## config.mk

```make
export PLATFORM = sky130hd
export DESIGN_NAME = irq_ctrl
export DESIGN_NICKNAME = d
export VERILOG_FILES = /design/src/rtl/irqc_pkg.sv /design/src/rtl/irqc_capture.sv /design/src/rtl/irqc_vector.sv /design/src/rtl/irq_ctrl.sv
export SDC_FILE = /design/constraint.sdc
export NUM_CORES = 1
export LEC_CHECK = 0
export ABC_AREA = 1
export BUFFER_PORTS_ARGS = -buffer_cell sky130_fd_sc_hd__buf_2
export CAP_MARGIN = 20
export CORE_UTILIZATION = 57
export DETAILED_ROUTE_END_ITERATION = 10
export PLACE_DENSITY = 0.85
export SLEW_MARGIN = 40
export SYNTH_ARGS = -nofsm -noshare
export SYNTH_HDL_FRONTEND = slang
export SYNTH_SLANG_ARGS = --single-unit
```

## constraint.sdc

```tcl
create_clock -name clk -period 5.5 [get_ports clk]
set_input_delay 0.275 -clock clk [delete_from_list [all_inputs] [get_ports clk]]
set_output_delay 0.275 -clock clk [all_outputs]
set_load 0.05 [all_outputs]
```

## src/rtl/irqc_pkg.sv

```systemverilog
`timescale 1ns/1ps
package irqc_pkg;
  localparam int DATA_W = 32;
  localparam int ADDR_W = 5;
  localparam int SEL_W  = 3;

  // word select = byte offset / 4
  typedef enum logic [SEL_W-1:0] {
    SEL_STATUS = 3'd0,
    SEL_PEND   = 3'd1,
    SEL_ENABLE = 3'd2,
    SEL_ACK    = 3'd3,
    SEL_SETEN  = 3'd4,
    SEL_CLREN  = 3'd5,
    SEL_VECTOR = 3'd6,
    SEL_MASTER = 3'd7
  } reg_sel_e;

  localparam logic [DATA_W-1:0] NO_VECTOR = '1;
endpackage

```

## src/rtl/irqc_capture.sv

```systemverilog
`timescale 1ns/1ps
module irqc_capture #(
  parameter int          NUM_SRC   = 32,
  parameter logic [31:0] EDGE_MASK = 32'h0
) (
  input  logic               clk,
  input  logic               rst_n,
  input  logic [NUM_SRC-1:0] irq_in,
  input  logic [NUM_SRC-1:0] ack_mask,
  output logic [NUM_SRC-1:0] status
);
  logic [NUM_SRC-1:0] status_d;
  logic [NUM_SRC-1:0] status_q;

  for (genvar i = 0; i < NUM_SRC; i++) begin : g_src
    if (EDGE_MASK[i]) begin : g_edge
      logic prev_q;
      logic rise;

      always_ff @(posedge clk or negedge rst_n) begin
        if (!rst_n) prev_q <= 1'b0;
        else        prev_q <= irq_in[i];
      end

      assign rise        = irq_in[i] & ~prev_q;
      // a new edge wins over an acknowledge in the same cycle
      assign status_d[i] = rise | (status_q[i] & ~ack_mask[i]);

      assert_edge_capture_R6: assert property (@(posedge clk) disable iff (!rst_n)
        $rose(irq_in[i]) |=> status_q[i]);
    end else begin : g_level
      assign status_d[i] = irq_in[i] | (status_q[i] & ~ack_mask[i]);

      assert_level_reassert_R7: assert property (@(posedge clk) disable iff (!rst_n)
        irq_in[i] |=> status_q[i]);
    end

    assert_status_sticky_R4: assert property (@(posedge clk) disable iff (!rst_n)
      (status_q[i] && !ack_mask[i]) |=> status_q[i]);
  end

  always_ff @(posedge clk or negedge rst_n) begin
    if (!rst_n) status_q <= '0;
    else        status_q <= status_d;
  end

  assign status = status_q;
endmodule

```

## src/rtl/irqc_vector.sv

```systemverilog
`timescale 1ns/1ps
module irqc_vector #(
  parameter int NUM_SRC = 32,
  localparam int IDX_W  = (NUM_SRC > 1) ? $clog2(NUM_SRC) : 1
) (
  input  logic [NUM_SRC-1:0] pending,
  output logic               hit,
  output logic [IDX_W-1:0]   index
);
  // lowest-numbered pending source has top priority
  always_comb begin
    index = '0;
    for (int i = NUM_SRC - 1; i >= 0; i--) begin
      if (pending[i]) index = IDX_W'(i);
    end
  end

  assign hit = |pending;
endmodule

```

## src/rtl/irq_ctrl.sv

```systemverilog
`timescale 1ns/1ps
module irq_ctrl #(
  parameter int          NUM_SRC   = 32,
  parameter logic [31:0] EDGE_MASK = 32'h0
) (
  input  logic                         clk,
  input  logic                         rst_n,
  input  logic [irqc_pkg::ADDR_W-1:0]  bus_addr,
  input  logic                         bus_wr,
  input  logic [irqc_pkg::DATA_W-1:0]  bus_wdata,
  input  logic                         bus_rd,
  output logic [irqc_pkg::DATA_W-1:0]  bus_rdata,
  input  logic [NUM_SRC-1:0]           irq_in,
  output logic                         irq_out
);
  import irqc_pkg::*;

  localparam int IDX_W = (NUM_SRC > 1) ? $clog2(NUM_SRC) : 1;

  reg_sel_e           sel;
  logic               unused_addr_lsb;
  logic [NUM_SRC-1:0] wmask;
  logic [NUM_SRC-1:0] en_d, en_q;
  logic               en_we;
  logic [1:0]         mer_q;
  logic               mer_we;
  logic [NUM_SRC-1:0] ack_mask;
  logic [NUM_SRC-1:0] status;
  logic [NUM_SRC-1:0] pending;
  logic               vec_hit;
  logic [IDX_W-1:0]   vec_idx;
  logic [DATA_W-1:0]  vec_word;

  assign sel             = reg_sel_e'(bus_addr[ADDR_W-1:2]);
  assign unused_addr_lsb = ^bus_addr[1:0];
  assign wmask           = bus_wdata[NUM_SRC-1:0];

  // enable register: next state
  always_comb begin
    en_d  = en_q;
    en_we = 1'b0;
    if (bus_wr) begin
      case (sel)
        SEL_ENABLE: begin en_d = wmask;          en_we = 1'b1; end
        SEL_SETEN:  begin en_d = en_q | wmask;   en_we = 1'b1; end
        SEL_CLREN:  begin en_d = en_q & ~wmask;  en_we = 1'b1; end
        default:    begin en_d = en_q;           en_we = 1'b0; end
      endcase
    end
  end

  assign mer_we   = bus_wr && (sel == SEL_MASTER);
  assign ack_mask = (bus_wr && (sel == SEL_ACK)) ? wmask : '0;

  always_ff @(posedge clk or negedge rst_n) begin
    if (!rst_n) begin
      en_q  <= '0;
      mer_q <= '0;
    end else begin
      if (en_we)  en_q  <= en_d;
      if (mer_we) mer_q <= bus_wdata[1:0];
    end
  end

  irqc_capture #(
    .NUM_SRC   (NUM_SRC),
    .EDGE_MASK (EDGE_MASK)
  ) u_capture (
    .clk      (clk),
    .rst_n    (rst_n),
    .irq_in   (irq_in),
    .ack_mask (ack_mask),
    .status   (status)
  );

  assign pending = status & en_q;

  irqc_vector #(
    .NUM_SRC (NUM_SRC)
  ) u_vector (
    .pending (pending),
    .hit     (vec_hit),
    .index   (vec_idx)
  );

  assign vec_word = vec_hit ? DATA_W'(vec_idx) : NO_VECTOR;

  always_comb begin
    bus_rdata = '0;
    if (bus_rd) begin
      case (sel)
        SEL_STATUS: bus_rdata = DATA_W'(status);
        SEL_PEND:   bus_rdata = DATA_W'(pending);
        SEL_ENABLE: bus_rdata = DATA_W'(en_q);
        SEL_VECTOR: bus_rdata = vec_word;
        SEL_MASTER: bus_rdata = DATA_W'(mer_q);
        default:    bus_rdata = '0;
      endcase
    end
  end

  assign irq_out = mer_q[0] & mer_q[1] & vec_hit;

  // ---------------- assertions ----------------
  assert_set_enable_R3: assert property (@(posedge clk) disable iff (!rst_n)
    (bus_wr && sel == SEL_SETEN) |=> ((en_q & $past(wmask)) == $past(wmask)));

  assert_clear_enable_R3: assert property (@(posedge clk) disable iff (!rst_n)
    (bus_wr && sel == SEL_CLREN) |=> ((en_q & $past(wmask)) == '0));

  assert_enable_untouched_R10: assert property (@(posedge clk) disable iff (!rst_n)
    !(bus_wr && (sel == SEL_ENABLE || sel == SEL_SETEN || sel == SEL_CLREN)) |=> $stable(en_q));

  assert_master_readback_R2: assert property (@(posedge clk) disable iff (!rst_n)
    mer_we |=> (mer_q == $past(bus_wdata[1:0])));

  assert_vector_idle_R5: assert property (@(posedge clk) disable iff (!rst_n)
    (pending == '0) |-> !vec_hit);

  assert_vector_valid_R5: assert property (@(posedge clk) disable iff (!rst_n)
    vec_hit |-> (pending[vec_idx] && ((pending & ((NUM_SRC'(1) << vec_idx) - NUM_SRC'(1))) == '0)));

  assert_request_source_R11: assert property (@(posedge clk) disable iff (!rst_n)
    irq_out |-> ((status & en_q) != '0));
endmodule

```

**Word level (Yosys, flattened, before mapping)**

Index checks and enable logic that the tools add are counted.

- Register bits after elaboration: 66
- Word-level logic and storage cells: 158

- Equal/unequal tests: 7
- Muxes and demuxes: 39
- Bitwise operators: 102
- Reductions and logical operators: 7

Operators with widths:

| kind | count |
|---|---|
| two-way mux 5 bit | 32 |
| case mux 32 bit (5 select lines) | 1 |
| two-way mux 32 bit | 3 |
| case mux 32 bit (3 select lines) | 1 |
| AND 32 bit | 2 |
| AND 1 bit | 34 |
| inverter 1 bit | 32 |
| inverter 32 bit | 1 |
| OR 1 bit | 32 |
| OR 32 bit | 1 |
| OR reduction 32 bit | 1 |
| == test 3 bit, second input constant | 4 |
| == test 3 x 2 -> 1 bit, second input constant | 2 |
| == test 3 x 1 -> 1 bit, second input constant | 1 |
| zero test 3 bit | 1 |
| AND reduction 3 bit | 1 |
| nonzero test 3 bit | 1 |
| OR reduction 3 bit | 1 |
| logical AND 1 bit | 2 |
| two-way mux 1 bit | 2 |

**Logic depth before layout (Yosys ltp)**

- Depth after elaboration: 36
- Depth in mapped cells: 34

**By module**

A second synthesis with hierarchy kept.

- Cell total of the unflattened synthesis: 865
- Area, all modules: 4988.5 µm²

By module, submodules not included:

| module | times used | cells each | area an instance (µm²) | seq. area each (µm²) |
|---|---|---|---|---|
| irq_ctrl | 1 | 598 | 3236.9 | 850.8 |
| irqc_capture | 1 | 160 | 1281.2 | 800.8 |
| irqc_vector | 1 | 107 | 470.5 | 0.0 |

**Least setup slack after synthesis**

OpenSTA, ideal clock, no wires.

- Kind: reg-to-output
- From: register u_capture.status_q[19] (netlist: u_capture.status[19])
- To: output bus_rdata[11] (netlist bit)
- Arrival: 2369 ps
- Data required time: 5225 ps
- Setup slack: 2856 ps
- Cell stages (with the launch flop): 11
- Path through: dfrtp_1 nand2_2 nand2_1 nor2_1 nand2_1 nor4b_1 nand3_1 nor2_1 inv_2 buf_1 a21oi_1

- Word-level cells in the longest chain between the ends: 5

Ends and longest elaborated chain:

| element | RTL line | RTL |
|---|---|---|
| from (decl) | irqc_capture.sv:13 | `logic [NUM_SRC-1:0] status_q;` |
| from (signal assigned) | irqc_capture.sv:44 | `else status_q <= status_d;` |
| AND 32 bit | irq_ctrl.sv:76 | `assign pending = status & en_q;` |
| OR reduction 32 bit | irqc_vector.sv:18 | `assign hit = \|pending;` |
| two-way mux 32 bit | irq_ctrl.sv:86 | `assign vec_word = vec_hit ? DATA_W'(vec_idx) : NO_VECTOR;` |
| case mux 32 bit (5 select lines) | irq_ctrl.sv:91 | `case (sel)` |
| two-way mux 32 bit | irq_ctrl.sv:90 | `if (bus_rd) begin` |
| to (decl) | irq_ctrl.sv:12 | `output logic [irqc_pkg::DATA_W-1:0] bus_rdata,` |

Every way passes these cells.

**Worst setup path in the final report**

- From: register u_capture.status_q[30] (netlist: u_capture.status[30])
- To: output bus_rdata[0] (netlist bit)

- Word-level cells in the longest chain between the ends: 35
- Elaborated cells between the ends (all ways): 36

Ends and longest elaborated chain:

| element | RTL line | RTL |
|---|---|---|
| AND 32 bit (*) | irq_ctrl.sv:76 |  |
| two-way mux 5 bit (31 in series) | irqc_vector.sv:14 | `if (pending[i]) index = IDX_W'(i);` |
| two-way mux 32 bit (*) | irq_ctrl.sv:86 |  |
| case mux 32 bit (5 select lines) (*) | irq_ctrl.sv:91 |  |
| two-way mux 32 bit (*) | irq_ctrl.sv:90 |  |

Mark *: on every way between the ends. The rest lies on a longest branch, timed or not.

==> impl_metrics.yaml <==
route:
  routedWlPerCell_um: 14.9
  drt-pass1-iter-count: 5
  drt-total-wl_um: 11100
  drtIter0Drc: 304
  ant_nets: 0
  drc: 0
  vias: 4259
  vias_per_cell: 5.73
setup_path:
  critPathRequiredTime_ns: 5.22
  r2r_start: "u_capture.status[0]$_DFF_PN0_"
  path_buf_inv: 1
  crit_slowest_cell: "dfrtp_1"
  cp_slowest_stage_delay_ns: 0.41
  crit_path_max_fanout: 3
  crit_type: "reg2out"
  crit_top_cell: "nand2_1"
  path_delay_family: "simple AND/OR/NAND/NOR gates"
  arrival_ns: 2.87
  regToRegSetupSlack_ns: 4.78
  r2r-end: "u_capture.status[0]$_DFF_PN0_"
  cp-end-kind: "primary output"
  cp-start-kind: "flop"
  reg2reg_depth: 2
floorplan:
  die_area_um2: 7320
  core-area_um2: 6760
  die_h_um: 85.6
  dieWidth_um: 85.6
  start_util_pct: 58.9
  placementRows: 30
  ios: 106
placement:
  hpwl_um: 7460
  dp_cells: 727
  globalplace.congestion: 0.884
  portBuffers: 103
layout:
  layout.nets: 732
  finalCoreUtilization_pct: 70.8
  diodes: 0
  regArea_um2: 1650
  drive_above_1_share_pct: 24.4
  instances_no_fill: 743
  multi_input_area_um2: 1830
  fillers: 564
  area_growth_pct: 20.2
flow_run:
  drv_cap: 0
global_route:
  antenna_found_initial: 0
  grt_max_degree: 35
  grt_pass1_wl_um: 18200
  groute.usage.overall_pct: 31.5
  grt_overflow_total: 0
  grt_pass1_vias: 4173
yosys:
  synth-xor-area-share_pct: 0
  yosysTopAreaCell: "dfrtp_1"
  ys_warn_count: 0
  synthCells: 561
  synthAdderAreaFrac_pct: 0
  avgSynthCellArea_um2: 7.09
  synthSimpleGateAreaFrac_pct: 18.0
  synth_top_family_by_area: "compound AO/OA/AOI/OAI gates"
  netlist_area_um2: 3980
  ys_types: 27
  synth_nets: 634
  synth-compound-area-share_pct: 27.8
  synth_top_area_share_pct: 41.5
  seq_area_frac_synth_pct: 41.5
  synth_seq_cells: 66
  muxShareOfSynthArea_pct: 0
  synthTopCellsByArea: "dfrtp_1 42%, a21oi_1 11%, o22ai_1 9.7%, inv_1 9.7%, nand2_1 9.4%"
power_and_ir_drop:
  p_leak_nw: 2.48
  ir_drop_uv: 176
  combPwrFrac_pct: 30.4
  clkPwrFrac_pct: 28.1
  switchingPower_mw: 0.511
  cellInternalPower_mw: 0.891
  p_per_area_nw_per_um2: 293
  switching_share_pct: 36.5
  pwr-share-seq_pct: 41.5
  p_total_mw: 1.40
cts:
  cts.clk_slew.worst_paths_ns: 0.07
  cts_tree: "done"
  htreeDepth: 3
  clock-root-buffer: "clkbuf_8"
  cts_sinks: 66
  cts_buffer_depth: 2
  clk_latency_ns: 0.35
  cts_inserted_buffers: 9
  cts-resized-gates: 0
timing:
  final-max-slew-violation-count: 0
  post-route-min-period_ns: 3.15
  worstMarginPinSlew_ns: 0.616
  relSlewSlack_pct: 58.9
  tns_ns: 0
  setup_viol: 0
  finalCritPeriodShare_pct: 57.3
  hold_violations: 0
  fmax_ghz: 0.318
  fin_worst_skew_ns: 0
  rsz0062_at_grt: "no"
worst_hold_path:
  worstHoldPathType: "in2reg"
  whs_path_depth: 3
  min_from: "irq_in[9]"
  whs_endpoint: "u_capture.status[9]$_DFF_PN0_"
outcome:
  outcome: "completed"
state kept, by name, indices dropped and copies added (netlist names):
register,count
en_q,32
mer_q,2
u_capture.status,32
per-layer routing:
layer,vias to the layer above,share of wire [%],wire [µm],track usage [%]
li1,2049,-,-,-
met1,1957,42,4640,38.2
met2,224,49,5410,53.7
met3,29,7.2,798,5.49
met4,0,2.3,256,16.7
met5,-,0,0,0
worst max-delay path by stage:
stage	from	endpoint	slack (ns)	depth (start not counted)
final	u_capture.status[30]$_DFF_PN0_	bus_rdata[0]	2.35	34
after global routing	u_capture.status[30]$_DFF_PN0_	bus_rdata[0]	2.01	34
after CTS	u_capture.status[30]$_DFF_PN0_	bus_rdata[0]	2.37	34
after detailed placement	u_capture.status[17]$_DFF_PN0_	bus_rdata[1]	2.78	10
after global placement	u_capture.status[30]$_DFF_PN0_	bus_rdata[0]	2.80	34
after floorplan	u_capture.status[19]$_DFF_PN0_	bus_rdata[11]	2.86	10
worst reg2reg max path: cells and delay by family (launching register included):
family,cells,cell delay (ns)
AO/OA/AOI/OAI,1,0.10
AND/OR/NAND/NOR,1,0.08
flip-flops,1,0.42
kinds of logic after synthesis:
family | Yosys count
flip-flops | 66
AO/OA/AOI/OAI | 200
buffers and inverters | 134
AND/OR/NAND/NOR | 161
Yosys cell counts (all sizes together):
| library cell | number |
|---|---|
| o211ai | 1 |
| nand2 | 127 |
| nor3 | 2 |
| a221oi | 1 |
| o21ai | 36 |
| nand3 | 2 |
| nand4 | 1 |
| nor2 | 27 |
| inv | 107 |
| a211oi | 1 |
| a41oi | 1 |
| clkbuf | 24 |
| o22ai | 62 |
| nor4b | 1 |
| clkinv | 1 |
| o31ai | 2 |
| a21oi | 92 |
| buf | 2 |
| a31oi | 3 |
| dfrtp | 66 |
| and3 | 1 |
| o2111ai | 1 |
per-stage QoR:
| step | area [µm²] | setup WS, ns | hold slack (ns) |
|---|---|---|---|
| 6_report | 4780 | 2.35 | 0.0985 |
| 5_1_grt | 4780 | 2.01 | 0.101 |
| 3_3_place_gp | 4560 | 2.80 | 0.459 |
| 2_1_floorplan | 3980 | 2.86 | -0.0206 |
| 4_1_cts | 4780 | 2.37 | 0.0957 |
| 3_5_place_dp | 4580 | 2.78 | 0.340 |
power by group through the flow:
| stage | Combinational (mW) | Sequential, mW | Clock [mW] |
|---|---|---|---|
| finish | 0.426 | 0.582 | 0.394 |
| global route | 0.472 | 0.587 | 0.419 |
| CTS | 0.422 | 0.581 | 0.397 |
| detailed placement | 0.417 | 0.590 | 0 |
| global placement | 0.403 | 0.586 | 0 |
| floorplan | 0.307 | 0.582 | 0 |
placed cells by master (no fill, tap or decap), drive strengths merged, types with 2 or more instances in the layout:
| master | n |
|---|---|
| o31ai | 2 |
| nand3 | 2 |
| inv | 107 |
| clkbuf | 13 |
| dfrtp | 66 |
| clkinv | 3 |
| buf | 112 |
| o21ai | 36 |
| nor2 | 27 |
| a21oi | 92 |
| nand2 | 127 |
| nor3 | 2 |
| a31oi | 3 |
| o22ai | 62 |
cell type report:
cell class                 count  share of cell area (%)
tap                           80                    2.09
clock inverter                 2                   0.209
inverter                     108                    8.48
clock buffer                  13                    3.74
timing repair buffer         113                    12.7
sequential                    66                    34.5
multi-input combinational    361                    38.3
timing repair:
item                                   CTS  global route
hold buffers                             1             0
buffers inserted                         0             0
endpoints found under the hold margin   32             0
(Power assumes the default switching activity.)
